$ cat config.mk
export PLATFORM = sky130hd
export DESIGN_NAME = cmp_timer64
export DESIGN_NICKNAME = d
export VERILOG_FILES = /design/src/rtl/cmpt_pkg.sv /design/src/rtl/cmpt_divider.sv /design/src/rtl/cmpt_counter.sv /design/src/rtl/cmpt_match.sv /design/src/rtl/cmp_timer64.sv
export SDC_FILE = /design/constraint.sdc
export NUM_CORES = 1
export LEC_CHECK = 0
export ABC_AREA = 1
export BUFFER_PORTS_ARGS = -buffer_cell sky130_fd_sc_hd__buf_2
export CAP_MARGIN = 5
export CORE_UTILIZATION = 40
export CTS_BUF_LIST = sky130_fd_sc_hd__clkbuf_4 sky130_fd_sc_hd__clkbuf_8
export DETAILED_ROUTE_END_ITERATION = 10
export SLEW_MARGIN = 15
export SYNTH_ARGS = -nofsm -noshare
export SYNTH_HDL_FRONTEND = slang
export SYNTH_SLANG_ARGS = --single-unit
export TNS_END_PERCENT = 50
$ cat constraint.sdc
create_clock -name clk -period 6.9 [get_ports clk]
set_clock_uncertainty 0.15 [all_clocks]
set_input_delay 0.345 -clock clk [delete_from_list [all_inputs] [get_ports clk]]
set_output_delay 0.345 -clock clk [all_outputs]
set_load 0.05 [all_outputs]
$ cat src/rtl/cmpt_pkg.sv
package cmpt_pkg;
  // word index of each register (byte offset / 4)
  localparam int REG_CNT_LO = 0;
  localparam int REG_CNT_HI = 1;
  localparam int REG_CTRL   = 2;
  localparam int REG_STAT   = 3;
  localparam int REG_CMP_LO = 4;
  localparam int REG_CMP_HI = 5;
  localparam int REG_STEP   = 6;
  // control bit positions
  localparam int CB_RUN   = 0;
  localparam int CB_CMP   = 1;
  localparam int CB_IE    = 2;
  localparam int CB_AUTO  = 3;
  localparam int CB_NBITS = 4;
  localparam int DIV_LSB  = 8;
endpackage

$ cat src/rtl/cmpt_divider.sv
module cmpt_divider #(
  parameter int PW = 8
) (
  input  logic          clk,
  input  logic          rst,
  input  logic          run,
  input  logic [PW-1:0] div,
  output logic          step
);
  logic [PW-1:0] phase_q;

  assign step = run && (phase_q == div);

  always_ff @(posedge clk) begin
    if (rst || !run)
      phase_q <= '0;
    else if (phase_q == div)
      phase_q <= '0;
    else
      phase_q <= phase_q + 1'b1;
  end
endmodule

$ cat src/rtl/cmpt_counter.sv
module cmpt_counter #(
  parameter int DW = 32
) (
  input  logic            clk,
  input  logic            rst,
  input  logic            step,
  input  logic            ld_lo,
  input  logic            ld_hi,
  input  logic [DW-1:0]   ld_data,
  output logic [2*DW-1:0] value
);
  localparam int CW = 2 * DW;

  always_ff @(posedge clk) begin
    if (rst)
      value <= '0;
    else if (ld_lo)
      value[DW-1:0] <= ld_data;
    else if (ld_hi)
      value[CW-1:DW] <= ld_data;
    else if (step)
      value <= value + 1'b1;
  end
endmodule

$ cat src/rtl/cmpt_match.sv
module cmpt_match #(
  parameter int DW = 32
) (
  input  logic            clk,
  input  logic            rst,
  input  logic [2*DW-1:0] count,
  input  logic            cmp_on,
  input  logic            auto_on,
  input  logic            wr_lo,
  input  logic            wr_hi,
  input  logic            wr_step,
  input  logic            clr,
  input  logic [DW-1:0]   wdata,
  output logic [2*DW-1:0] cmp,
  output logic [DW-1:0]   step_val,
  output logic            flag
);
  localparam int CW = 2 * DW;
  logic hit;

  assign hit = cmp_on && (count == cmp);

  always_ff @(posedge clk) begin
    if (rst) begin
      cmp      <= '0;
      step_val <= '0;
      flag     <= 1'b0;
    end else begin
      if (wr_lo)
        cmp[DW-1:0] <= wdata;
      else if (wr_hi)
        cmp[CW-1:DW] <= wdata;
      else if (hit && auto_on)
        cmp <= cmp + CW'(step_val);

      if (wr_step)
        step_val <= wdata;

      if (hit)
        flag <= 1'b1;
      else if (clr)
        flag <= 1'b0;
    end
  end
endmodule

$ cat src/rtl/cmp_timer64.sv
module cmp_timer64
  import cmpt_pkg::*;
#(
  parameter int DW = 32,
  parameter int PW = 8,
  parameter int AW = 5
) (
  input  logic          clk,
  input  logic          rst,
  input  logic          bus_wr,
  input  logic          bus_rd,
  input  logic [AW-1:0] bus_addr,
  input  logic [DW-1:0] bus_wdata,
  output logic [DW-1:0] bus_rdata,
  output logic          irq_o
);
  localparam int CW = 2 * DW;
  localparam int IW = AW - 2;

  logic [CB_NBITS-1:0] ctrl_q;
  logic [PW-1:0]       div_q;
  logic [DW-1:0]       shadow_q;
  logic [IW-1:0]       widx;
  logic                aligned;
  logic                en_q, cmp_en_q, ie_q, auto_q;
  logic                step;
  logic                cnt_wr_lo, cnt_wr_hi, cnt_wr, cmp_wr;
  logic [CW-1:0]       cnt_val, cmp_val;
  logic [DW-1:0]       inc_val;
  logic                flag_q;
  logic [DW-1:0]       rd_mux, ctrl_rd;

  assign widx     = bus_addr[AW-1:2];
  assign aligned  = (bus_addr[1:0] == 2'b00);
  assign en_q     = ctrl_q[CB_RUN];
  assign cmp_en_q = ctrl_q[CB_CMP];
  assign ie_q     = ctrl_q[CB_IE];
  assign auto_q   = ctrl_q[CB_AUTO];

  function automatic logic wr_at(input int idx);
    return bus_wr && aligned && (widx == IW'(idx));
  endfunction

  assign cnt_wr_lo = wr_at(REG_CNT_LO) && !en_q;
  assign cnt_wr_hi = wr_at(REG_CNT_HI) && !en_q;
  assign cnt_wr    = cnt_wr_lo || cnt_wr_hi;
  assign cmp_wr    = wr_at(REG_CMP_LO) || wr_at(REG_CMP_HI);

  cmpt_divider #(.PW(PW)) u_div (
    .clk(clk), .rst(rst), .run(en_q), .div(div_q), .step(step)
  );

  cmpt_counter #(.DW(DW)) u_cnt (
    .clk(clk), .rst(rst), .step(step),
    .ld_lo(cnt_wr_lo), .ld_hi(cnt_wr_hi), .ld_data(bus_wdata),
    .value(cnt_val)
  );

  cmpt_match #(.DW(DW)) u_match (
    .clk(clk), .rst(rst), .count(cnt_val),
    .cmp_on(cmp_en_q), .auto_on(auto_q),
    .wr_lo(wr_at(REG_CMP_LO)), .wr_hi(wr_at(REG_CMP_HI)),
    .wr_step(wr_at(REG_STEP)),
    .clr(wr_at(REG_STAT) && bus_wdata[0]),
    .wdata(bus_wdata),
    .cmp(cmp_val), .step_val(inc_val), .flag(flag_q)
  );

  always_comb begin
    ctrl_rd = '0;
    ctrl_rd[CB_NBITS-1:0] = ctrl_q;
    ctrl_rd[DIV_LSB +: PW] = div_q;
  end

  always_comb begin
    rd_mux = '0;
    if (aligned) begin
      if      (widx == IW'(REG_CNT_LO)) rd_mux = cnt_val[DW-1:0];
      else if (widx == IW'(REG_CNT_HI)) rd_mux = shadow_q;
      else if (widx == IW'(REG_CTRL))   rd_mux = ctrl_rd;
      else if (widx == IW'(REG_STAT))   rd_mux = DW'(flag_q);
      else if (widx == IW'(REG_CMP_LO)) rd_mux = cmp_val[DW-1:0];
      else if (widx == IW'(REG_CMP_HI)) rd_mux = cmp_val[CW-1:DW];
      else if (widx == IW'(REG_STEP))   rd_mux = inc_val;
    end
  end

  always_ff @(posedge clk) begin
    if (rst) begin
      ctrl_q    <= '0;
      div_q     <= '0;
      shadow_q  <= '0;
      bus_rdata <= '0;
      irq_o     <= 1'b0;
    end else begin
      if (wr_at(REG_CTRL)) begin
        ctrl_q <= bus_wdata[CB_NBITS-1:0];
        div_q  <= bus_wdata[DIV_LSB +: PW];
      end
      if (bus_rd) begin
        bus_rdata <= rd_mux;
        if (aligned && widx == IW'(REG_CNT_LO))
          shadow_q <= cnt_val[CW-1:DW];
      end
      irq_o <= flag_q && ie_q;
    end
  end
endmodule

==> results of run 1 <==
[worst reg2reg max path: cells and delay by family, from the launching register on]
kind            cells  cell delay, ns
simple gates       11            1.75
compound gates      1            0.16
fa+ha+maj           1            0.59
buf+inv             2            0.15
flops               1            0.40
[layer usage]
metal / share of wire (%) / global-route usage, % / vias to the layer above / wire [um]
met2: 43 / 60.28 / 1272 / 38850
met4: 5.2 / 18.23 / 0 / 4771
met1: 41 / 53.03 / 9975 / 37590
li1: - / - / 9946 / -
met5: 0 / 0 / - / 0
met3: 11 / 8.648 / 223 / 9966
[cell families (layout without fill, tap and decap cells)]
logic type / count (synthesis) / in the layout / synth area share (%)
simple gates: 1483 / 1483 / 34.90
compound gates: 645 / 645 / 19.50
buf+inv: 561 / 632 / 12.05
flops: 246 / 246 / 27.57
xor+xnor: 71 / 71 / 3.482
fa+ha+maj: 35 / 35 / 2.494
other cells: 0 / 2 / 0
[layout make-up]
type,count,area [sq um]
fillers,4921,24300
multi-input cells,2234,10810
flip-flops and latches,246,4925
inverters,441,1655
clock buffers,66,833.3
well taps,592,740.7
repair buffers,112,705.7
clock inverters,13,152.6
diodes,2,5.005
[sequential cells by signal, summed over array words and instances (netlist names)]
signal,count
irq_o,1
u_match.step_val,32
u_div.phase_q,8
div_q,8
shadow_q,32
bus_rdata,32
u_match.flag,1
ctrl_q,4
u_cnt.value,64
u_match.cmp,64
[through the flow]
stage          cells  power [uW]  util (%)
5_1_grt         3704        3342     44.93
2_1_floorplan   3041        1583         -
4_1_cts         3704        3259     44.93
3_5_place_dp    3607        1687     42.28
6_report        3706        3261     44.94
3_3_place_gp    3607        1686     42.28
[power by group through the flow]
stage | Clock (uW) | Sequential, uW | Combinational [uW]
5_1_grt | 1660 | 1450 | 234
3_3_place_gp | 0 | 1480 | 208
6_report | 1590 | 1450 | 226
2_1_floorplan | 0 | 1480 | 107
3_5_place_dp | 0 | 1480 | 209
4_1_cts | 1600 | 1450 | 218
[worst paths after layout]
kind,slack (ns),endpoint,cells after the start,startpoint
max,3.61,u_match.cmp[59],15,u_match.cmp[21]
min,0.01,u_match.cmp[17],5,bus_wdata[17]
max reg2reg,3.61,u_match.cmp[59],15,u_match.cmp[21]
min reg2reg,0.31,bus_rdata[22],2,bus_rdata[22]
[cells in the final DEF, fill, tap and decap left out, drive strengths merged, types with 2 or more instances in the layout]
| master | instances |
|---|---|
| xnor2 | 24 |
| ha | 34 |
| a211oi | 2 |
| and3 | 2 |
| and2 | 3 |
| xor2 | 47 |
| nand3b | 5 |
| dfxtp | 246 |
| or2 | 11 |
| buf | 94 |
| diode | 2 |
| o21bai | 2 |
| o21ai | 213 |
| a21oi | 327 |
| clkbuf | 66 |
| a221oi | 4 |
| nor3 | 60 |
| o221ai | 14 |
| o211ai | 39 |
| a31oi | 6 |
| nand3 | 210 |
| nor2 | 245 |
| nor4 | 4 |
| bufinv | 3 |
| nor3b | 2 |
| o22ai | 34 |
| clkinv | 8 |
| dlygate4sd3 | 18 |
| nand4 | 49 |
| inv | 443 |
| nand2 | 891 |
==> results.env, run 1 <==
ROWS=77
VIA_COUNT_OF_THE_FIRST_GLOBAL_ROUTING_PASS=19450
SYNTH.YOSYS.SEQ_AREA_SHARE_PCT=27.57
CRIT_TYPE='reg -> reg'
POST_SYNTH_INSTANCE_AREA_SQ_UM=17860
CORE_AREA_SQ_UM=44120
PLACEDINSTANCEAREA_SQ_UM=18660
FINALCRITPERIODSHARE_PCT=47.75
FLOORPLAN.INITIALDENSITY_PCT=40.48
CP_SLOWEST_CELL='sky130_fd_sc_hd__ha_1'
ASYNC_FLOP_SHARE_PCT=0
NETSWITCHINGFRACTION_PCT=27.23
SYNTHTOPCELLSBYAREA='sky130_fd_sc_hd__dfxtp_1 28%, sky130_fd_sc_hd__nand2_1 19%, sky130_fd_sc_hd__a21oi_1 9.1%'
CRIT_CHAIN='ha_1, nand2_1, nor2_1, inv_1, nor2_1, nand2_1, inv_1, nand2_1, nand2_1, nand2_1, nand2_1, nand2_1, nand3_1, nand3_1, a21oi_1'
NUMCLOCKSINKS=246
RUN_STATUS='finished, final reports clean'
SHARE_COMB_OF_TOTAL_POWER_PCT=6.9
P_LEAK_uW=0.008524
DRT_ITER0_DRC=2747
SYNTHDOMINANTCELLAREASHARE_PCT=27.57
CTS_TREE='yes'
POST_ROUTE_CELLS_DRIVE_ABOVE_1_SHARE_PCT=7.841
LAYOUT-AREA-OVERHEAD-VS-SYNTH_PCT=11.03
CP.ARRIVAL_NS=3.66
TIMING.CRITICAL_PATH.TO_TYPE='flop'
GRT_ANTENNA_BEFORE_REPAIR=4
FIN_TNS_SETUP_NS=0
SETUP_SLACK_OF_THE_CRITICAL_PATH_AFTER_LAYOUT_NS=3.605
SYNTHMOSTINSTANTIATEDCELL='sky130_fd_sc_hd__nand2_1'
GRT_MAX_DEGREE=82
SEQUENTIALPOWERSHARE_PCT=44.4
SYNTHESIZED_NETLIST_NET_COUNT=3117
SYNTH_EDF_COUNT=0
POWER.DENSITY_CELL_AREA_nW_PER_UM2=164.5
SLEW-LIMIT-HEADROOM_PCT=19.51
PLACEMENT.IO_BUFFERS=73
TIMING.HOLD.WS_NS=0.01004
FINAL_SLEW_VIOL_COUNT=0
MAX-VDD-IR-DROP_mV=0.1376
RSZ_0062_RAISED_AFTER_GLOBAL_ROUTING='false'
SEQ_CELLS_POST_SYNTH=246
YOSYSTOPAREACELL='sky130_fd_sc_hd__dfxtp_1'
GLOBALPLACE.CONGESTION=1.014
DIE_AREA_SQ_UM=45500
WL_CELL_UM=24.60
YS_DOMINANT_REG_CELL='sky130_fd_sc_hd__dfxtp_1'
CRITPATHLAUNCHTYPE='flop'
FINALSETUPVIOLATIONS=0
DPL.HPWL_UM=70820
CLKSLEWWORSTSETUPHOLDPATHS_NS=0.07
MAX-CLOCK-PATH-BUFFERS=3
FINAL_ANTENNA_NET_COUNT=0
PORTS=74
WORST_PATH_LARGEST_CELL_DELAY_NS=0.59
CRITICAL_PATH.MAX_FANOUT=5
YOSYS_WARNINGS=0
CP_TOP_FAMILY='simple AND/OR/NAND/NOR gates'
CRIT_TOP_CELL='sky130_fd_sc_hd__nand2_1'
CLOCK.FMAX_MHz=303.5
POSTCTSSETUPBUFFERS=0
UNIQUE_MASTERS_POST_SYNTH=49
SYNTH_COMMONEST_CELLS='885 x sky130_fd_sc_hd__nand2_1, 412 x sky130_fd_sc_hd__inv_1, 325 x sky130_fd_sc_hd__a21oi_1, 246 x sky130_fd_sc_hd__dfxtp_1, 232 x sky130_fd_sc_hd__nor2_1'
FIRST_PASS_GRT_WIRE_LENGTH_UM=129600
WORST_SKEW_PAIR.LATE_LATENCY_NS=0.62
CTS-HTREE-LEVELS=2
CTSHOLDBUFFERS=18
ROOT_BUFFER='sky130_fd_sc_hd__clkbuf_8'
OVERFLOW=0
DRT_FIRST_PASS_ITERS=6
POSTCTSRESIZEDCELLS=0
LAYOUT_MIN_CYCLE_TIME_NS=3.295
DRV_CAP=0
SYNTH_AREA_PER_CELL_SQ_UM=5.873
CRIT_BUF_INV=2
DIE_H_UM=213.3
NETLIST_INSTANCES=3041
CLOCKPOWERSHARE_PCT=48.7
HOLD_CLASS='in -> reg'
ENDPOINT_REQUIRED_TIME_ON_THE_CRITICAL_PATH_NS=7.27
PLACEMENT.SETUP.WORST_SLACK_NS=3.343
FINAL_NET_COUNT=3155
WORST_SLEW_PIN_SLEW_NS=1.198
DRCVIOLATIONCOUNT=0
CELLINTERNALPOWER_uW=2373
GRTUSAGETOTAL_PCT=39.56
NUMCTSBUFFERS=44
CHIPWIDTH_UM=213.3
ROUTE.VIAS.TOTAL=21420
POST-ROUTE-CELL-AREA_SQ_UM=19830
DRT-VIAS-PER-INSTANCE=5.779
P_SWITCHING_uW=887.9
DETAIL_ROUTE.WIRELENGTH_UM=91180
HOLD_VIOLATIONS=0
Note: power is estimated with default switching activity, not from simulation.
==> inputs of run 2 (changes only) <==
==> constraint.sdc (replaced) <==
create_clock -name clk -period 2.96 [get_ports clk]
set_clock_uncertainty 0.15 [all_clocks]
set_input_delay 0.148 -clock clk [delete_from_list [all_inputs] [get_ports clk]]
set_output_delay 0.148 -clock clk [all_outputs]
set_load 0.05 [all_outputs]
==> run 2 against run 1 <==
  * Design area increased by 7.1%
  * Register-to-register slack got worse by 3.5 ns
  * Power grew 150%
  * Hold slack improved by 0.075 ns
  * Die area unchanged
  * Flip-flop and latch count stayed put
  * Sequential power up 130%
  * Wire length rose by 3.5%
  * Count of clock-buffer cells in the layout increased by 10
  * Clock power rose to 2.6 times the previous value
  * Non-clock buffer count rose by 145
  * Highest routed layer unchanged
==> results.env, run 2 (synthesized netlist as in run 1, its figures left out) <==
FIRST_PASS_GRT_WIRE_LENGTH_UM=133800  # +3.2%
DRCVIOLATIONCOUNT=0  # unchanged
DRT-VIAS-PER-INSTANCE=5.672  # -1.8%
DETAIL_ROUTE.WIRELENGTH_UM=94380  # +3.5%
LAYOUT.CELLS.MOST_COMMON='sky130_fd_sc_hd__nand2_1'
CP_SLOWEST_CELL='sky130_fd_sc_hd__dlygate4sd3_1'
P_LEAK_uW=0.009380  # +10%
FINALSETUPVIOLATIONS=0  # unchanged
WORST_PATH_LARGEST_CELL_DELAY_NS=0.59  # about the same
DIE_H_UM=213.3  # unchanged
PORTS=74  # unchanged
CRIT_BUF_INV=2  # unchanged
MET3WIRELENGTH_UM=8756  # -12%
CRIT_TOP_CELL='sky130_fd_sc_hd__nand2_1'
DRT_ITER0_DRC=2394  # -13%
GRTUSAGETOTAL_PCT=41.09  # +1.5 points
LAYOUT_MIN_CYCLE_TIME_NS=2.838  # -0.4568 ns
OVERFLOW=0  # unchanged
VIA_COUNT_OF_THE_FIRST_GLOBAL_ROUTING_PASS=20000  # +2.8%
DRT_FIRST_PASS_ITERS=6  # unchanged
FINAL_NET_COUNT=3306  # +4.8%
SLEW-LIMIT-HEADROOM_PCT=37.56  # +18 points
CRIT_CHAIN='nand2_1, nor3_2, nand2_1, inv_1, nand2_1, nor3_1, nand2_1, nand2_1, nand3_1, o211ai_1, a21oi_1, dlygate4sd3_1'
RSZ_0062_RAISED_AFTER_GLOBAL_ROUTING='false'
R2R_CELLS=12  # -3
POST_ROUTE_CELLS_DRIVE_ABOVE_1_SHARE_PCT=11.74  # +3.9 points
HOLD_VIOLATIONS=0  # unchanged
REG.LARGEST.LIST='u_cnt.value x64, u_match.cmp x64'
CTS-HTREE-LEVELS=2  # unchanged
DIE_AREA_SQ_UM=45500  # unchanged
TIMING.HOLD.WS_NS=0.08498  # +0.07494 ns
GRT_MAX_DEGREE=125  # +52%
POWER.DENSITY_CELL_AREA_nW_PER_UM2=382.1  # +130%
HOLD_CLASS='in -> reg'
MOSTFREQUENTLAYOUTCELLS='885 x sky130_fd_sc_hd__nand2_1, 411 x sky130_fd_sc_hd__inv_1, 325 x sky130_fd_sc_hd__a21oi_1'
GLOBALPLACE.CONGESTION=1.028  # +1.4%
CTS_TREE='yes'
CLOCK.FMAX_MHz=352.3  # +16%
MET1_LENGTH_UM=40040  # +6.5%
CRITPATHLAUNCHTYPE='flop'
CP_TOP_FAMILY='simple AND/OR/NAND/NOR gates'
UTILIZATION_PCT=48.15  # +3.2 points
LAYOUT-AREA-OVERHEAD-VS-SYNTH_PCT=18.96
NUMCLOCKSINKS=246  # unchanged
CORE_AREA_SQ_UM=44120  # unchanged
RUN_STATUS='finished, final reports clean'
ROUTE.VIAS.TOTAL=21910  # +2.3%
CRIT_TYPE='reg -> reg'
WL_CELL_UM=24.43  # -0.70%
ROOT_BUFFER='sky130_fd_sc_hd__clkbuf_8'
WORST_SLEW_PIN_SLEW_NS=0.9352  # -0.2630 ns
WORST_SKEW_PAIR.LATE_LATENCY_NS=0.68  # +0.06 ns
FIN_TNS_SETUP_NS=0  # unchanged
FLOORPLAN.INITIALDENSITY_PCT=40.48  # unchanged
TOP_LAYER_USED='met4'
FINAL_ANTENNA_NET_COUNT=0  # unchanged
CLKSLEWWORSTSETUPHOLDPATHS_NS=0.06  # about the same
NUMCTSBUFFERS=50  # +14%
CRITICAL_PATH.MAX_FANOUT=7  # +2
FINAL_SLEW_VIOL_COUNT=0  # unchanged
MET2_LENGTH_UM=39080  # +0.58%
WORSTSETUPPATHDEPTH=12  # -3
DRV_CAP=0  # unchanged
CHIPWIDTH_UM=213.3  # unchanged
FINALCRITPERIODSHARE_PCT=95.88  # +48 points
MAX-VDD-IR-DROP_mV=0.4175  # +200%
ROWS=77  # unchanged
HOLD_DEPTH=4  # -1
GRT_ANTENNA_BEFORE_REPAIR=0  # -4
DPL.HPWL_UM=73330  # +3.6%
TIMING.CRITICAL_PATH.TO_TYPE='flop'
MAX-CLOCK-PATH-BUFFERS=3  # unchanged
PLACEMENT.IO_BUFFERS=73  # unchanged
ENDPOINT_REQUIRED_TIME_ON_THE_CRITICAL_PATH_NS=3.36  # -3.91 ns
CP.ARRIVAL_NS=3.24  # -0.42 ns
POSTCTSSETUPBUFFERS=0  # unchanged
## run 2: area by class of cell
type                            instances  area [sq um]
Fill cell                            4841         22880
Multi-Input combinational cell       2234         10840
Sequential cell                       246          4927
Timing Repair Buffer                  257          1929
Inverter                              441          1658
Clock buffer                           76         977.2
Tap cell                              592         740.7
Clock inverter                         16         173.9
Antenna cell                            1         2.502
## run 2: worst register-to-register path, stage by stage (launching register included)
cell	delay [ns]
sky130_fd_sc_hd__dfxtp_1	0.57
sky130_fd_sc_hd__nand2_1	0.22
sky130_fd_sc_hd__nor3_2	0.27
sky130_fd_sc_hd__nand2_1	0.15
sky130_fd_sc_hd__inv_1	0.10
sky130_fd_sc_hd__nand2_1	0.05
sky130_fd_sc_hd__nor3_1	0.23
sky130_fd_sc_hd__nand2_1	0.09
sky130_fd_sc_hd__nand2_1	0.06
sky130_fd_sc_hd__nand3_1	0.07
sky130_fd_sc_hd__o211ai_1	0.10
sky130_fd_sc_hd__a21oi_1	0.08
sky130_fd_sc_hd__dlygate4sd3_1	0.59
## run 2: metal layers
metal / vias to the layer above / track usage (%)
met3: 251 / 7.178
met4: 0 / 25.71
met1: 10180 / 54.76
met5: - / 0
li1: 10250 / -
met2: 1230 / 61.24
## run 2: what timing repair did
item / in CTS / in global routing
endpoints found under the hold margin: 192 / 0
resized for setup: 0 / 9
setup endpoints to repair: 0 / 8
hold buffers: 42 / 0
## run 2: path summary, 6_finish.rpt
kind	start	end	slack, ns
max	u_cnt.value[37]	u_cnt.value[55]	0.12
min	bus_wr	u_match.step_val[5]	0.08
max reg2reg	u_cnt.value[37]	u_cnt.value[55]	0.12
min reg2reg	bus_rdata[28]	bus_rdata[28]	0.31
## run 2: power by group
group | internal (uW) | switching (uW) | leakage (uW) | total (uW)
clock | 2380 | 1790 | 0.000615 | 4170
sequential | 3340 | 27.4 | 0.00198 | 3370
combinational | 153 | 426 | 0.00678 | 580
## run 2: per-stage QoR
step | setup slack, ns | instance area, sq um | instances | power (uW)
2_1_floorplan | 0.7745 | 17860 | 3041 | 3689
3_3_place_gp | 0.02986 | 19640 | 3728 | 3957
3_5_place_dp | 0.06093 | 19640 | 3728 | 3959
4_1_cts | 0.03311 | 21210 | 3862 | 8110
5_1_grt | 0.004607 | 21240 | 3862 | 8281
6_report | 0.1219 | 21250 | 3863 | 8118
